==> src/rtl/draw_regs_pkg.sv <==
package draw_regs_pkg;

  localparam int unsigned DATA_W = 32;

  typedef enum logic [1:0] {
    SEL_NONE   = 2'd0,
    SEL_CTRL   = 2'd1,
    SEL_STATUS = 2'd2,
    SEL_PARAM  = 2'd3
  } reg_sel_t;

  typedef struct packed {
    logic srst;
    logic started;
    logic err;
    logic busy;
  } run_state_t;

  // Status word: bit31 idle/reset indicator, bit1 error, bit0 busy.
  function automatic logic [DATA_W-1:0] status_word(input run_state_t s);
    return {s.srst | ~s.started, {(DATA_W-3){1'b0}}, s.err, s.busy};
  endfunction

  // Control word read-back: only the reset bit is visible.
  function automatic logic [DATA_W-1:0] ctrl_word(input logic srst);
    return {srst, {(DATA_W-1){1'b0}}};
  endfunction

endpackage

==> src/rtl/draw_reg_decode.sv <==
module draw_reg_decode
  import draw_regs_pkg::*;
#(
  parameter int unsigned ADDR_W  = 12,
  parameter int unsigned PARAM_N = 2,
  localparam int unsigned IDX_W  = (PARAM_N > 1) ? $clog2(PARAM_N) : 1
) (
  input  logic [ADDR_W-1:0] addr,
  output reg_sel_t          sel,
  output logic [IDX_W-1:0]  param_idx
);

  localparam int unsigned WORD_W     = ADDR_W - 2;
  localparam int unsigned PARAM_BASE = 2;

  logic [WORD_W-1:0] word;
  logic              aligned;

  assign word    = addr[ADDR_W-1:2];
  assign aligned = (addr[1:0] == 2'b00);

  always_comb begin
    sel       = SEL_NONE;
    param_idx = '0;
    if (aligned) begin
      if (word == WORD_W'(0)) begin
        sel = SEL_CTRL;
      end else if (word == WORD_W'(1)) begin
        sel = SEL_STATUS;
      end else if ((word >= WORD_W'(PARAM_BASE)) &&
                   (word < WORD_W'(PARAM_BASE + PARAM_N))) begin
        sel       = SEL_PARAM;
        param_idx = IDX_W'(word - WORD_W'(PARAM_BASE));
      end
    end
  end

endmodule

==> src/rtl/draw_run_ctrl.sv <==
module draw_run_ctrl
  import draw_regs_pkg::*;
(
  input  logic       clk,
  input  logic       rst_n,
  input  logic       ctrl_wr,
  input  logic       wdata_srst,
  input  logic       wdata_start,
  input  logic       trap_in,
  output run_state_t state,
  output logic       start_pulse,
  output logic       legal_start,
  output logic       illegal_start
);

  logic start_req;
  logic srst_write;

  assign start_req     = ctrl_wr & wdata_start;
  assign srst_write    = ctrl_wr & wdata_srst;
  assign legal_start   = start_req & ~state.srst & ~state.busy & ~wdata_srst;
  assign illegal_start = start_req & ~legal_start;

  always_ff @(posedge clk or negedge rst_n) begin
    if (!rst_n) begin
      state.srst    <= 1'b1;
      state.started <= 1'b0;
      state.err     <= 1'b0;
      state.busy    <= 1'b0;
      start_pulse   <= 1'b0;
    end else begin
      start_pulse <= legal_start;

      if (ctrl_wr) begin
        state.srst <= wdata_srst;
      end

      if (illegal_start) begin
        state.err <= 1'b1;
      end else if (srst_write) begin
        state.err <= 1'b0;
      end

      if (state.srst || srst_write) begin
        state.busy    <= 1'b0;
        state.started <= 1'b0;
      end else if (legal_start) begin
        state.busy    <= 1'b1;
        state.started <= 1'b1;
      end else if (trap_in && state.busy) begin
        state.busy <= 1'b0;
      end
    end
  end

endmodule

==> src/rtl/draw_param_bank.sv <==
module draw_param_bank
  import draw_regs_pkg::*;
#(
  parameter int unsigned PARAM_N = 2,
  localparam int unsigned IDX_W  = (PARAM_N > 1) ? $clog2(PARAM_N) : 1
) (
  input  logic                           clk,
  input  logic                           rst_n,
  input  logic                           clear,
  input  logic                           wr_en,
  input  logic [IDX_W-1:0]               wr_idx,
  input  logic [DATA_W-1:0]              wdata,
  output logic [PARAM_N-1:0][DATA_W-1:0] q
);

  for (genvar g = 0; g < PARAM_N; g++) begin : g_word
    always_ff @(posedge clk or negedge rst_n) begin
      if (!rst_n) begin
        q[g] <= '0;
      end else if (clear) begin
        q[g] <= '0;
      end else if (wr_en && (wr_idx == IDX_W'(g))) begin
        q[g] <= wdata;
      end
    end
  end

endmodule

==> src/rtl/draw_ctrl_regs.sv <==
module draw_ctrl_regs
  import draw_regs_pkg::*;
#(
  parameter int unsigned ADDR_W  = 12,
  parameter int unsigned PARAM_N = 2
) (
  input  logic              clk,
  input  logic              rst_n,
  input  logic [ADDR_W-1:0] bus_addr,
  input  logic              bus_we,
  input  logic              bus_re,
  input  logic [31:0]       bus_wdata,
  output logic [31:0]       bus_rdata,
  output logic              core_srst,
  output logic              core_start,
  input  logic              core_trap
);

  localparam int unsigned IDX_W = (PARAM_N > 1) ? $clog2(PARAM_N) : 1;

  reg_sel_t                      sel;
  logic [IDX_W-1:0]              param_idx;
  run_state_t                    run_state;
  logic                          ctrl_wr;
  logic                          param_wr;
  logic                          legal_start;
  logic                          illegal_start;
  logic [PARAM_N-1:0][DATA_W-1:0] params;
  logic                          params_zero;
  logic                          busy;
  logic                          err;

  draw_reg_decode #(.ADDR_W(ADDR_W), .PARAM_N(PARAM_N)) u_decode (
    .addr      (bus_addr),
    .sel       (sel),
    .param_idx (param_idx)
  );

  // Only the control word is writable while the reset bit is set.
  assign ctrl_wr  = bus_we & (sel == SEL_CTRL);
  assign param_wr = bus_we & (sel == SEL_PARAM) & ~run_state.srst;

  draw_run_ctrl u_run (
    .clk           (clk),
    .rst_n         (rst_n),
    .ctrl_wr       (ctrl_wr),
    .wdata_srst    (bus_wdata[31]),
    .wdata_start   (bus_wdata[0]),
    .trap_in       (core_trap),
    .state         (run_state),
    .start_pulse   (core_start),
    .legal_start   (legal_start),
    .illegal_start (illegal_start)
  );

  draw_param_bank #(.PARAM_N(PARAM_N)) u_params (
    .clk    (clk),
    .rst_n  (rst_n),
    .clear  (run_state.srst),
    .wr_en  (param_wr),
    .wr_idx (param_idx),
    .wdata  (bus_wdata),
    .q      (params)
  );

  assign core_srst   = run_state.srst;
  assign busy        = run_state.busy;
  assign err         = run_state.err;
  assign params_zero = (params == '0);

  always_comb begin
    bus_rdata = '0;
    if (bus_re) begin
      unique case (sel)
        SEL_CTRL:   bus_rdata = ctrl_word(run_state.srst);
        SEL_STATUS: bus_rdata = status_word(run_state);
        SEL_PARAM:  bus_rdata = params[param_idx];
        default:    bus_rdata = '0;
      endcase
    end
  end

endmodule

==> config.mk <==
export PLATFORM = sky130hd
export DESIGN_NAME = draw_ctrl_regs
export DESIGN_NICKNAME = d
export VERILOG_FILES = /design/src/rtl/draw_regs_pkg.sv /design/src/rtl/draw_reg_decode.sv /design/src/rtl/draw_run_ctrl.sv /design/src/rtl/draw_param_bank.sv /design/src/rtl/draw_ctrl_regs.sv
export SDC_FILE = /design/constraint.sdc
export NUM_CORES = 1
export LEC_CHECK = 0
export BUFFER_PORTS_ARGS = -buffer_cell sky130_fd_sc_hd__buf_2
export CELL_PAD_IN_SITES_DETAIL_PLACEMENT = 1
export CELL_PAD_IN_SITES_GLOBAL_PLACEMENT = 1
export CORE_ASPECT_RATIO = 0.9
export CORE_MARGIN = 2
export CORE_UTILIZATION = 42
export DETAILED_ROUTE_END_ITERATION = 10
export GPL_TIMING_DRIVEN = 1
export PLACE_DENSITY_LB_ADDON = 0.1
export SLEW_MARGIN = 40
export SYNTH_ARGS = -nofsm -noshare
export SYNTH_HDL_FRONTEND = slang
export SYNTH_SLANG_ARGS = --single-unit
==> constraint.sdc <==
create_clock -name clk -period 2.25 [get_ports clk]
set_clock_uncertainty 0.1 [all_clocks]
set_input_delay 0.1125 -clock clk [delete_from_list [all_inputs] [get_ports clk]]
set_output_delay 0.1125 -clock clk [all_outputs]
set_load 0.05 [all_outputs]
==> results <==
- The flow ran to the end, and the final reports show no timing, DRC or antenna violations.
- For the worst setup path, the data arrival time is approximately 1900 ps.
- In the post-synthesis netlist, the biggest area contributors are dfrtp_1 50%, nand2_1 20%, a21oi_1 12%.
- The leakage power of the design is between 1.5 and 2 nW.
- The core box area is between 7000 and 8000 um2.
- The number of buffers inserted by hold repair at cts is 34.
- The first detailed-routing pass took 4 iterations.
- The total half-perimeter wirelength after legalization and detailed placement is between 6 and 7 mm.
- Setup violations remaining at the end of the flow were counted as 0.
- The initial antenna violation count is 0.
- The path type of the worst setup path is input pin to output port.
- For the worst setup path, the data required time is roughly 2000 ps.
- From bottom edge to top edge, the die measures 89.3 um.
- The final total power is 2.51 mW.
- For this run, the post-layout net count is roughly 580.
- In this run the deepest clock path goes through 2 buffers.
- Walking the worst path, the cells encountered are buf_2 > nor4_4 > buf_4 > and4_1 > buf_12 > nand2_1 > a21oi_1 > buf_2.
- The commonest cells after synthesis are 179 x nand2_1, 80 x a21oi_1, 68 x dfrtp_1.
- In this run the power density over the cells is approximately 560 nW/um2.
- The multi-input combinational cell area is 1520 um2.
- After clock tree synthesis, the clock-pin slew on the worst setup and hold paths is 60 ps.
- The worst-margin pin slew is between 500 and 600 ps.
- In this run the biggest area consumer among cell types represents 50.1% of the synthesized area.
- Across the run, the number of max-cap violations was 0.
- From synthesis to final layout, the design area changed by 33.3%.
- The setup TNS is 0 ps.
- In the synthesized netlist the async set-or-reset flop fraction comes to 100%.
- The number of register bits inferred by synthesis is 69.
- The worst setup path is captured at an output port.
- The most frequent cell after synthesis is nand2_1.
- The master cell of the clock root buffer is clkbuf_8.
- The starting density of the core is around 43%.
- The kind of path behind the tightest hold check is input pin to register.
- The width of the chip is between 90 and 100 um.
- The post-detailed-route wirelength per cell is 16.2 um.
- The die outline area is 8810 um2.
- The number of H-tree levels is 3.
- The post-CTS setup buffer count is 0.
- After detailed routing, the number of remaining DRC violations is 0.
- The final standard cell area without fillers is 4520 um2.
- At the end of routability-driven placement, the weighted congestion stood at around 0.75.
- The floorplan row count is 31.
- The fill cell total of the finished layout is 1000.
- The via count of the first global-routing pass is about 3500.
- STA classifies the critical path startpoint as an input pin.
- The later pin in the worst-skew pair is clocked with a latency of about 330 ps.
- IR analysis of the VDD net gives a maximum drop of ~0.41 mV.
- The first-pass GRT wire length is between 15 and 20 mm.
- In the final layout, flip-flops and latches occupy approximately 1700 um2.
- The number of distinct library cells after synthesis is 31.
- The cell family contributing the most delay on the critical path is buffers and inverters.
- The commonest register cell after synthesis is dfrtp_1.
- The critical path buffer and inverter count is 4.
- Summing the sequential cell areas from Yosys gives between 50% and 60% of the chip area.
- The detailed router's first-iteration violation count is 121.
- In this run the cell area of the synthesized design comes to 3390 um2.
- After synthesis, the mean cell area works out to approximately 8.1 um2.
- During I/O placement, the number of pins put on the boundary was 83.
- TritonCTS built the clock tree.
- The count of final max-slew check failures is 0.
- Subtracting the final worst setup slack from the clock period gives between 2000 and 2500 ps.
- The highest fanout seen on the critical path is 29.
- The diode insertion count for antenna repair is 0.
- The number of synthesized flops with an enable pin is 0.
- The cell count after synthesis is 418.
- The cell area after placement is roughly 4000 um2.
- The fraction of final layout cells sized beyond drive strength 1 is between 20% and 30%.
- The largest single stage delay on the critical path is between 300 and 400 ps.
- Counting the buffers created by CTS gives 9.
- The largest area contributor in the netlist is dfrtp_1.
- In the routed layout, each cell is associated on average with a via count of ~5.3.
- The worst slew margin relative to its limit is approximately 63%.
- Setup repair after global routing left no endpoint under its margin.
- The final count of hold timing violations is 0.
- Entering global routing, the biggest net connects 53 pins.
- Once the clock tree was built, the resizer swapped 0 gates to a different size.
- The number of antenna-violating nets in the routed design is 0.
- In this design, the critical path's most frequently occurring cell is buf_2.
- The clock net in this run drives a total of 69 sinks.
- The highest-delay cell along the critical path is nor4_4.
- The total congestion overflow after global routing is 0.
- The final critical path takes up 92.1% of the cycle.
- The via total after detailed routing is between 3000 and 4000.
- Timing would allow up to 482 MHz.
- Input and output buffers added on the ports amount to slightly above 80.
- When the netlist entered floorplanning its net count stood at between 400 and 500.
- During synthesis, Yosys emitted a total of 0 warnings.
- The overall global routing resource usage is between 20% and 30%.
- The total routed wirelength is ~10 mm.
cells in the final DEF, fill, tap and decap left out, types with 2 or more instances in the layout:
cell	n
o21ai_0	2
a21oi_1	80
inv_1	2
nand2_1	179
buf_12	2
nor3_1	3
nor4_4	2
dfrtp_1	68
mux2_2	2
dlygate4sd3_1	34
bufinv_16	2
nand4_1	6
nor4bb_1	2
a22oi_1	2
clkbuf_8	10
a21oi_2	10
and4_1	3
buf_2	82
buf_4	18
mux2i_1	5
nor2_1	8
nor2b_1	2
state kept, by name, summed over array words and instances, names as in the netlist:
signal / cells
u_params.q: 64
u_run.state: 4
u_run.start_pulse: 1
cells by family after synthesis:
kind of cell	share of synthesized area, %
buffers and inverters	4.31
AND/OR/NAND/NOR	27.0
multiplexers	2.14
AO/OA/AOI/OAI	15.6
flip-flops	50.9
worst reg2reg max path, stage by stage (launching register included):
cell and delay (ps):
dfstp_2 540, buf_4 460, a21oi_1 110
through the flow:
step	setup WS [ps]	hold slack (ps)	std cells	utilization [%]
final	177	87.1	637	56.9
after global routing	147	112	637	56.9
after CTS	202	64.2	637	56.9
after detailed placement	264	0.980	588	49.9
after global placement	290	3.45	588	49.9
after floorplan	86.1	-283	418	-
layer usage:
metal	vias to the layer above	share of wire [%]	wire, um	track usage, %
li1	1612	-	-	-
met1	1646	45	4620	31.4
met2	82	50	5130	41.5
met3	13	4.1	419	4.77
met4	0	1.2	122	7.35
met5	-	0	0	0
report_power, final:
| group | switching (mW) | leakage, nW | internal (mW) |
|---|---|---|---|
| Combinational | 0.0794 | 0.845 | 0.0841 |
| Sequential | 0.000155 | 0.961 | 1.24 |
| Clock | 0.463 | 0.105 | 0.647 |
layout make-up:
class	count	area share, %
timing repair buffer	136	20.5
sequential	69	38.2
clock buffer	11	3.13
clock inverter	4	1.60
multi-input combinational	316	33.7
inverter	2	0.166
tap	99	2.74
path summary, 6_finish.rpt:
kind                           startpoint                end  slack [ps]  cells after the start
setup / recovery              bus_addr[1]      bus_rdata[18]         180                      8
hold / removal                bus_addr[9]  u_run.start_pulse          90                      4
setup reg to reg           u_run.state[3]     u_params.q[18]         890                      2
hold reg to reg            u_run.state[1]     u_run.state[1]         420                      2
max in group asynchronous           rst_n     u_run.state[3]        1140                      3
min in group asynchronous           rst_n     u_params.q[23]         170                      2
Power figures use the tool's default switching activity.
